File: config.mk
export PLATFORM = sky130hd
export DESIGN_NAME = sio_rx_unit
export DESIGN_NICKNAME = d
export VERILOG_FILES = /design/src/rtl/sio_rx_pkg.sv /design/src/rtl/sio_rx_frame.sv /design/src/rtl/sio_rx_fifo.sv /design/src/rtl/sio_rx_status.sv /design/src/rtl/sio_rx_unit.sv
export SDC_FILE = /design/constraint.sdc
export NUM_CORES = 1
export LEC_CHECK = 0
export CELL_PAD_IN_SITES_DETAIL_PLACEMENT = 1
export CELL_PAD_IN_SITES_GLOBAL_PLACEMENT = 2
export CORE_ASPECT_RATIO = 0.5
export CORE_MARGIN = 3
export CORE_UTILIZATION = 49
export CTS_CLUSTER_DIAMETER = 80
export CTS_CLUSTER_SIZE = 8
export DETAILED_ROUTE_END_ITERATION = 16
export PLACE_DENSITY_LB_ADDON = 0.15
export SLEW_MARGIN = 20
export SYNTH_ARGS = -nofsm -noshare
export SYNTH_HDL_FRONTEND = slang
export SYNTH_SLANG_ARGS = --single-unit
File: constraint.sdc
create_clock -name clk -period 5.05 [get_ports clk]
set_input_delay 0.505 -clock clk [delete_from_list [all_inputs] [get_ports clk]]
set_output_delay 0.505 -clock clk [all_outputs]
set_load 0.02 [all_outputs]
File: src/rtl/sio_rx_pkg.sv
package sio_rx_pkg;

    localparam int DATA_W = 8;
    localparam int FLAG_W = 3;
    localparam int ENT_W  = DATA_W + FLAG_W;

    typedef enum logic [2:0] {
        S_IDLE,
        S_START,
        S_DATA,
        S_PAR,
        S_STOP
    } rx_state_e;

    typedef struct packed {
        logic       par_en;
        logic       par_even;
        logic       par_stick;
        logic       two_stop;
        logic [1:0] wlen;
    } rx_cfg_t;

    typedef struct packed {
        logic              brk;
        logic              par;
        logic              frm;
        logic [DATA_W-1:0] data;
    } rx_entry_t;

    // Index of the final data bit for a width code (code 0 -> 5 bits).
    function automatic logic [2:0] last_bit_idx(input logic [1:0] wlen);
        return 3'd4 + {1'b0, wlen};
    endfunction

    // Mask of the data bits that a width code keeps.
    function automatic logic [DATA_W-1:0] width_mask(input logic [1:0] wlen);
        logic [DATA_W-1:0] m;
        for (int i = 0; i < DATA_W; i++) begin
            m[i] = (i <= int'(last_bit_idx(wlen)));
        end
        return m;
    endfunction

    // Parity bit the receiver expects to see on the line.
    function automatic logic exp_parity(input logic [DATA_W-1:0] d,
                                        input logic even,
                                        input logic stick);
        if (stick) begin
            return ~even;
        end
        return even ? ^d : ~(^d);
    endfunction

endpackage

File: src/rtl/sio_rx_frame.sv
module sio_rx_frame
    import sio_rx_pkg::*;
#(
    parameter int OSR = 16
) (
    input  logic      clk,
    input  logic      rst,
    input  logic      tick,
    input  logic      rxd,
    input  rx_cfg_t   cfg,
    output logic      push,
    output rx_entry_t entry
);

    localparam int CW = $clog2(OSR);
    localparam logic [CW-1:0] MID_CNT  = CW'(OSR / 2 - 1);
    localparam logic [CW-1:0] LAST_CNT = CW'(OSR - 1);

    rx_state_e         state;
    logic [CW-1:0]     cnt;
    logic [2:0]        bit_idx;
    logic [DATA_W-1:0] shreg;
    logic              all_low;
    logic              hold;
    logic              pbit;
    logic              fe_first;
    logic              in_second;

    logic              at_end;
    logic              brk_now;
    logic              frm_now;
    logic              par_now;
    logic [CW-1:0]     cnt_inc;

    always_comb begin
        at_end  = (cnt == LAST_CNT);
        cnt_inc = at_end ? '0 : cnt + 1'b1;
        brk_now = all_low & ~rxd;
        frm_now = in_second ? fe_first : ~rxd;
        par_now = cfg.par_en & (pbit != exp_parity(shreg, cfg.par_even, cfg.par_stick));
    end

    always_ff @(posedge clk) begin
        push <= 1'b0;
        if (rst) begin
            state     <= S_IDLE;
            cnt       <= '0;
            bit_idx   <= '0;
            shreg     <= '0;
            all_low   <= 1'b0;
            hold      <= 1'b0;
            pbit      <= 1'b0;
            fe_first  <= 1'b0;
            in_second <= 1'b0;
            entry     <= '0;
        end else if (tick) begin
            case (state)
                S_IDLE: begin
                    if (hold) begin
                        if (rxd) hold <= 1'b0;
                    end else if (!rxd) begin
                        state <= S_START;
                        cnt   <= '0;
                    end
                end
                S_START: begin
                    cnt <= cnt_inc;
                    if (cnt == MID_CNT) begin
                        if (rxd) begin
                            state <= S_IDLE;
                        end else begin
                            state   <= S_DATA;
                            cnt     <= '0;
                            bit_idx <= '0;
                            shreg   <= '0;
                            all_low <= 1'b1;
                        end
                    end
                end
                S_DATA: begin
                    cnt <= cnt_inc;
                    if (at_end) begin
                        shreg[bit_idx] <= rxd;
                        all_low        <= all_low & ~rxd;
                        if (bit_idx == last_bit_idx(cfg.wlen)) begin
                            state     <= cfg.par_en ? S_PAR : S_STOP;
                            in_second <= 1'b0;
                        end else begin
                            bit_idx <= bit_idx + 1'b1;
                        end
                    end
                end
                S_PAR: begin
                    cnt <= cnt_inc;
                    if (at_end) begin
                        pbit      <= rxd;
                        all_low   <= all_low & ~rxd;
                        state     <= S_STOP;
                        in_second <= 1'b0;
                    end
                end
                S_STOP: begin
                    cnt <= cnt_inc;
                    if (at_end) begin
                        if (!in_second && cfg.two_stop) begin
                            fe_first  <= ~rxd;
                            in_second <= 1'b1;
                            all_low   <= all_low & ~rxd;
                        end else begin
                            push       <= 1'b1;
                            entry.brk  <= brk_now;
                            entry.frm  <= brk_now | frm_now;
                            entry.par  <= ~brk_now & par_now;
                            entry.data <= brk_now ? '0 : shreg;
                            hold       <= brk_now;
                            state      <= S_IDLE;
                        end
                    end
                end
                default: state <= S_IDLE;
            endcase
        end
    end


    brk_entry_chk: assert property (@(posedge clk) disable iff (rst)
        (push && entry.brk) |-> (entry.data == '0 && entry.frm && !entry.par));


    hold_idle_chk: assert property (@(posedge clk) disable iff (rst)
        (state == S_IDLE && hold && !rxd) |=> (state == S_IDLE));


    width_zero_chk: assert property (@(posedge clk) disable iff (rst)
        push |-> ((entry.data & ~width_mask(cfg.wlen)) == '0));


    push_pulse_chk: assert property (@(posedge clk) disable iff (rst)
        push |=> !push);

endmodule

File: src/rtl/sio_rx_fifo.sv
module sio_rx_fifo
    import sio_rx_pkg::*;
#(
    parameter int DEPTH = 16
) (
    input  logic      clk,
    input  logic      rst,
    input  logic      push,
    input  rx_entry_t wr_ent,
    input  logic      rd_ready,
    output logic      valid,
    output rx_entry_t head,
    output logic      head_fresh,
    output logic      drop
);

    localparam int PW   = (DEPTH > 1) ? $clog2(DEPTH) : 1;
    localparam int CNTW = $clog2(DEPTH + 1);
    localparam logic [CNTW-1:0] FULL_N = CNTW'(DEPTH);
    localparam logic [PW-1:0]   LAST_P = PW'(DEPTH - 1);

    rx_entry_t       mem [DEPTH];
    logic [PW-1:0]   wp;
    logic [PW-1:0]   rp;
    logic [CNTW-1:0] cnt;
    logic [CNTW-1:0] cnt_nx;
    logic            full;
    logic            wr;
    logic            pop;

    always_comb begin
        full   = (cnt == FULL_N);
        valid  = (cnt != '0);
        pop    = valid & rd_ready;
        wr     = push & ~full;
        drop   = push & full;
        cnt_nx = cnt + CNTW'(wr) - CNTW'(pop);
        head   = mem[rp];
    end

    always_ff @(posedge clk) begin
        if (wr) mem[wp] <= wr_ent;
    end

    always_ff @(posedge clk) begin
        if (rst) begin
            wp         <= '0;
            rp         <= '0;
            cnt        <= '0;
            head_fresh <= 1'b0;
        end else begin
            if (wr)  wp <= (wp == LAST_P) ? '0 : wp + 1'b1;
            if (pop) rp <= (rp == LAST_P) ? '0 : rp + 1'b1;
            cnt        <= cnt_nx;
            head_fresh <= (cnt_nx != '0) && (pop || cnt == '0);
        end
    end


    full_keep_chk: assert property (@(posedge clk) disable iff (rst)
        (full && push && !pop) |=> (cnt == FULL_N));


    head_stable_chk: assert property (@(posedge clk) disable iff (rst)
        (valid && !rd_ready) |=> (valid && $stable(head)));

endmodule

File: src/rtl/sio_rx_status.sv
module sio_rx_status
    import sio_rx_pkg::*;
(
    input  logic              clk,
    input  logic              rst,
    input  logic              clr,
    input  logic              head_fresh,
    input  logic [FLAG_W-1:0] head_flags,
    input  logic              drop,
    output logic [FLAG_W-1:0] st_err,
    output logic              st_ovr
);

    always_ff @(posedge clk) begin
        if (rst) begin
            st_err <= '0;
            st_ovr <= 1'b0;
        end else begin
            st_err <= (clr ? '0 : st_err) | (head_fresh ? head_flags : '0);
            st_ovr <= (clr ? 1'b0 : st_ovr) | drop;
        end
    end


    clear_chk: assert property (@(posedge clk) disable iff (rst)
        (clr && !head_fresh && !drop) |=> (st_err == '0 && !st_ovr));


    sticky_chk: assert property (@(posedge clk) disable iff (rst)
        (!clr) |=> ((st_err & $past(st_err)) == $past(st_err)));

endmodule

File: src/rtl/sio_rx_unit.sv
module sio_rx_unit
    import sio_rx_pkg::*;
#(
    parameter int OSR   = 16,
    parameter int DEPTH = 16
) (
    input  logic       clk,
    input  logic       rst,
    input  logic       os_tick,
    input  logic       rxd,
    input  logic [1:0] cfg_wlen,
    input  logic       cfg_par_en,
    input  logic       cfg_par_even,
    input  logic       cfg_par_stick,
    input  logic       cfg_two_stop,
    input  logic       err_clr,
    input  logic       out_ready,
    output logic       out_valid,
    output logic [7:0] out_data,
    output logic       st_brk,
    output logic       st_par,
    output logic       st_frm,
    output logic       st_ovr
);

    rx_cfg_t           cfg;
    rx_entry_t         fr_entry;
    rx_entry_t         head;
    logic              fr_push;
    logic              head_fresh;
    logic              drop;
    logic [FLAG_W-1:0] st_err;

    always_comb begin
        cfg.par_en    = cfg_par_en;
        cfg.par_even  = cfg_par_even;
        cfg.par_stick = cfg_par_stick;
        cfg.two_stop  = cfg_two_stop;
        cfg.wlen      = cfg_wlen;
    end

    sio_rx_frame #(.OSR(OSR)) u_frame (
        .clk   (clk),
        .rst   (rst),
        .tick  (os_tick),
        .rxd   (rxd),
        .cfg   (cfg),
        .push  (fr_push),
        .entry (fr_entry)
    );

    sio_rx_fifo #(.DEPTH(DEPTH)) u_fifo (
        .clk        (clk),
        .rst        (rst),
        .push       (fr_push),
        .wr_ent     (fr_entry),
        .rd_ready   (out_ready),
        .valid      (out_valid),
        .head       (head),
        .head_fresh (head_fresh),
        .drop       (drop)
    );

    sio_rx_status u_status (
        .clk        (clk),
        .rst        (rst),
        .clr        (err_clr),
        .head_fresh (head_fresh),
        .head_flags ({head.brk, head.par, head.frm}),
        .drop       (drop),
        .st_err     (st_err),
        .st_ovr     (st_ovr)
    );

    always_comb begin
        out_data = head.data;
        st_brk   = st_err[2];
        st_par   = st_err[1];
        st_frm   = st_err[0];
    end


    reset_state_chk: assert property (@(posedge clk)
        $past(rst) |-> (!out_valid && !st_brk && !st_par && !st_frm && !st_ovr));

endmodule

**Word-level counts from Yosys, hierarchy flattened**

Memories as Yosys holds them, arrays and structs flattened. A register that Yosys moved wholly into a read port is not among the register bits.
Index checks and enable logic that the tools add are counted.

- RAM bits: 176
- Input bits: 12
- Register bits: 53
- Output and inout bits: 13
- Memories kept: 1

- Reduce and logical (&&, ||, !) cells: 28
- Equal/unequal tests: 23
- Add/subtract/negate cells: 7
- Magnitude comparators: 2
- Bitwise logic cells: 18
- Mux-type cells: 62

Memories:

| name | depth | bits a word | rd ports | clocked after memory_dff | write ports | RTL line | text |
|---|---|---|---|---|---|---|---|
| u_fifo.mem | 16 | 11 | 1 | 1 | 1 | sio_rx_fifo.sv:22 | `rx_entry_t mem [DEPTH];` |

Operators with widths:

| cell | count |
|---|---|
| $mux 3 | 15 |
| $mux 4 | 9 |
| $mux 8 | 4 |
| $mux 1 | 24 |
| $pmux 8 s2 | 1 |
| $reduce_and 4->1 | 4 |
| $pmux 3 s5 | 1 |
| $ne 2x1->1 const B | 7 |
| $reduce_and 7->1 | 2 |
| $add 4x1->4 const B | 3 |
| $eq 4x4->1 const B | 3 |
| $pmux 4 s3 | 1 |
| $ne 2x2->1 const B | 5 |
| $reduce_bool 5->1 | 2 |
| $not 1->1 | 9 |
| $reduce_and 9->1 | 1 |
| $reduce_bool 3->1 | 3 |
| $bwmux 8 | 1 |
| $reduce_xor 8->1 | 1 |
| $and 1x1->1 | 6 |
| $eq 3x2->1 const B | 2 |
| $pmux 1 s3 | 2 |
| $pmux 3 s2 | 1 |
| $reduce_and 6->1 | 1 |
| other kinds (28) | 32 |

**Longest topological paths before layout**

- Word-level depth: 7
- Mapped depth: 15
- Mapped depth without buffers: 15

**Cells and area by module**

A second synthesis with hierarchy kept.

- Cell total of the unflattened synthesis: 660
- Area total of the unflattened synthesis: 9733.1 sq um

By module, submodules not included:

| module | times used | area an instance (sq um) | cells an instance |
|---|---|---|---|
| sio_rx_fifo | 1 | 7677.4 | 389 |
| sio_rx_frame | 1 | 1915.6 | 255 |
| sio_rx_status | 1 | 140.1 | 16 |

**Worst setup path after synthesis**

No wires, ideal clock.

- Path kind: reg-to-reg
- Start point: register u_fifo.cnt[3]
- End point: register u_fifo.head_fresh
- Required time: 4.913 ns
- Path slack: 2.101 ns
- Arrival: 2.812 ns
- Setup time: 0.137 ns
- Cell stages (with the launch flop): 16
- Path through: dfxtp_1 -> inv_1 -> ha_1 -> or4b_1 -> nand2_1 -> inv_2 -> ha_1 -> inv_1 -> ha_1 -> inv_1 -> fa_1 -> inv_1 -> a21oi_1 -> o21bai_1 -> xnor2_1 -> a41oi_1

- Elaborated cells on any way between the ends: 11
- Those cells by class: add/sub: 2; eq/ne: 1; bitwise: 3; reduce/logical: 5

RTL lines:

| element | RTL line | text |
|---|---|---|
| start, declared | sio_rx_fifo.sv:25 | `logic [CNTW-1:0] cnt;` |
| start signal, assigned | sio_rx_fifo.sv:54 | `cnt <= cnt_nx;` |
| $reduce_bool 5->1 (*) | sio_rx_fifo.sv:33 | `valid = (cnt != '0);` |
| via out_valid | sio_rx_unit.sv:18 | `output logic out_valid,` |
| $and 1x1->1 (*) | sio_rx_fifo.sv:34 | `pop = valid & rd_ready;` |
| via u_fifo.pop | sio_rx_fifo.sv:29 | `logic pop;` |
| $sub 5x1->5 | sio_rx_fifo.sv:37 | `cnt_nx = cnt + CNTW'(wr) - CNTW'(pop);` |
| $reduce_bool 5->1 | sio_rx_fifo.sv:55 | `head_fresh <= (cnt_nx != '0) && (pop \|\| cnt == '0);` |
| $logic_and 1x1->1 (*) | sio_rx_fifo.sv:55 |  |
| end signal, assigned | sio_rx_fifo.sv:55 |  |
| end, declared | sio_rx_fifo.sv:13 | `output logic head_fresh,` |

The timed path passes the listed nets; every way through them passes the cells marked *.
A chain may end at the register's enable or synchronous reset.

==> qor.txt <==
Full die area: 0.0216 mm^2
Slew Limit Fails: 0
Die Height: 105 um
Area of the multi-input gates: 0.00306 mm^2
Nets@finish: 716
Ratio of cells with drive above 1 in the final layout: 17.5%
Number of DRC markers in iteration 0: 383
Largest net degree at the start of global routing: 59
Hold buffers post-CTS: 0
Total GRT Usage: 22.3%
DR WL/cell: 23.8 um
Crit path max fanout: 26
First-pass GRT wire length: 36100 um
# DRC: 0
Largest cells by area after synthesis: edfxtp_1, dfxtp_1, mux4_2
Vias: 5687
Top-count cell post-synth: edfxtp_1
Chip width: 205 um
Final clock skew: 0.0129 ns
Maximum VDD drop: 171 uV
Final Cycle Share: 72.2%
Final Hold Viols: 0
Clock group share of total power: 40.1%
Net Switching: 1.32 mW
Setup WS post-layout: 1.41 ns
Fin Setup TNS: 0 ns
Routed vias/inst: 5.89
# H-tree levels: 2
Fillers: 1781
Data required, critical path: 4.55 ns
Global placement routability congestion: 0.782
Cts bufs inserted: 35
Top cell type's share of synthesized area: 54.6%
Seq cells post-synth: 233
DP Worst Slack: 1.86 ns
Clk buf depth: 3
Slew margin rel.: 34.0%
Register Area: 0.00643 mm^2
Ys Warns: 0
Final WL: 23000 um
Vias in the first global route: 6045
Clock transition at path regs: 0.05 ns
ANT nets after route: 0
Initial Util: 51.2%
HP Class: flip-flop to flip-flop
Area Overhead vs Synth: 16.0%
Unrepaired setup endpoints after global routing: false
Syn Std Cell Area: 0.00967 mm^2
CORE AREA: 0.0189 mm^2
Critical Path AT: 3.14 ns
Final Setup Violations: 0
Cells after Synth: 648
Power Dens Cells: 459 mW/mm^2
Setup crit start kind: flip-flop
Num Clock Sinks: 233
Combinational share of power: 17.3%
Minimum clock period: 3.64 ns
Core Util, Final: 59.4%
CP endpoint kind: output port
# Post-CTS Setup Buffers: 0
Distinct cells, synth: 62
I/O pins: 25
Worst-Margin Slew: 0.989 ns
Max_cap viols: 0
Net Sw Frac: 25.6%
Post-synth ARST share: 0%
Sequential power share: 42.7%
Post-synth top cells: edfxtp_1, dfxtp_1, nor2_1
Ant diodes: 0
TritonCTS clock tree: built
Dominant cell type by area after synthesis: edfxtp_1
Post-Syn Nets: 674
WS Path Type: flip-flop to output port
Std-Cell Rows: 35
Port bufs: 24
Syn avg cell area: 14.9 um^2
Placed cell area: 0.0102 mm^2
Initial antenna violation count: 0
DP HPWL: 14100 um
Fmax: 274 MHz
Clk_lat worst skew: 0.50 ns
First-pass DRT Iterations: 5
Post-synthesis sequential area ratio: 66.4%
Internal Pwr Total: 3.83 mW
Finished Cell Area: 0.0112 mm^2
Synth Flop Type: edfxtp_1
Status: completed
Leakage: 3.46 nW
Pwr Total: 5.15 mW
Post-synth EDFFs: 176
Remaining Overflow, GRT: 0
CTS root buf: clkbuf_16
Cts repair resizes: 0
Reg2reg setup slack: 2.01 ns
## sequential cells by signal (all words and copies together), names as in the netlist, named ones only
signal	flops
u_fifo.cnt	5
u_fifo.head_fresh	1
u_fifo.mem	176
u_fifo.rp	4
u_fifo.wp	4
u_frame.all_low	1
u_frame.bit_idx	3
u_frame.cnt	4
u_frame.entry	11
u_frame.fe_first	1
u_frame.hold	1
u_frame.in_second	1
u_frame.pbit	1
u_frame.push	1
u_frame.shreg	8
u_frame.state	3
u_status.st_err	3
u_status.st_ovr	1
## final timing paths
check	start	to	cells past startpoint
max reg2reg	u_fifo.cnt[3]	u_fifo.head_fresh	15
min reg2reg	u_frame.push	u_status.st_ovr	2
min	u_frame.push	u_status.st_ovr	2
max	flip-flop	out_data[6]	4
## per-layer routing
layer  track usage [%]  share of wire (%)  up-vias  wire (um)
li1                  -                  -     2587          -
met4              4.22                1.0        0        230
met2              34.6                 47      139      10700
met1              32.4                 47     2941      10800
met3              5.34                5.3       20       1220
met5             0.714                  0        -          0
## through the flow
stage                     hold slack, ns  std cells
final                              0.483        966
after floorplan                    0.447        648
after global routing               0.530        966
after detailed placement           0.479        912
after global placement             0.467        912
after CTS                          0.489        966
## power groups by stage
stage	combinational, mW	clock [mW]	sequential, mW
6_report	0.889	2.06	2.20
3_5_place_dp	0.890	0	2.24
2_1_floorplan	0.706	0	2.16
3_3_place_gp	0.863	0	2.23
5_1_grt	0.971	2.20	2.21
4_1_cts	0.899	2.11	2.20
## placed cells by master, fill, tap and decap left out, types with 5 or more instances in the layout
| master | netlist | routed |
|---|---|---|
| edfxtp_1 | 176 | 176 |
| dfxtp_1 | 57 | 55 |
| mux4_2 | 46 | 46 |
| nor2_1 | 48 | 44 |
| a21oi_1 | 42 | 42 |
| clkbuf_16 | 0 | 35 |
| nand2_1 | 34 | 34 |
| clkdlybuf4s50_1 | 0 | 23 |
| inv_1 | 18 | 18 |
| nand3_1 | 18 | 18 |
| o21ai_1 | 17 | 17 |
| clkbuf_1 | 26 | 16 |
| buf_4 | 2 | 16 |
| ha_1 | 13 | 13 |
| mux2i_1 | 12 | 12 |
| xnor2_1 | 12 | 12 |
| nor3_1 | 13 | 9 |
| nand2b_1 | 8 | 8 |
| nor2b_1 | 7 | 7 |
| mux2_2 | 6 | 6 |
| a31oi_1 | 6 | 6 |
| o21ai_0 | 5 | 5 |
## cell type report
class / count / area share [%]
Clock buffer: 51 / 8.34
Clock inverter: 3 / 0.368
Inverter: 20 / 0.669
Multi-Input combinational cell: 360 / 27.2
Sequential cell: 233 / 57.3
Tap cell: 259 / 2.89
Timing Repair Buffer: 40 / 3.17
## cell families after synthesis
kind of cell    count (synthesis)  share of synthesized area, %
compound gates                108                          6.91
flops                         233                          66.4
simple gates                  154                          7.93
buf+inv                        55                          2.28
fa+ha+maj                      15                          1.99
mux                            67                          13.0
xor+xnor                       16                          1.45
## critical path, cell delays in order, from the launching register on
cell             delay [ns]
dfxtp_2                0.79
buf_4                  0.42
mux4_2                 0.35
mux4_2                 0.48
clkdlybuf4s50_1        0.60
Note: power is estimated with default switching activity, not from simulation.
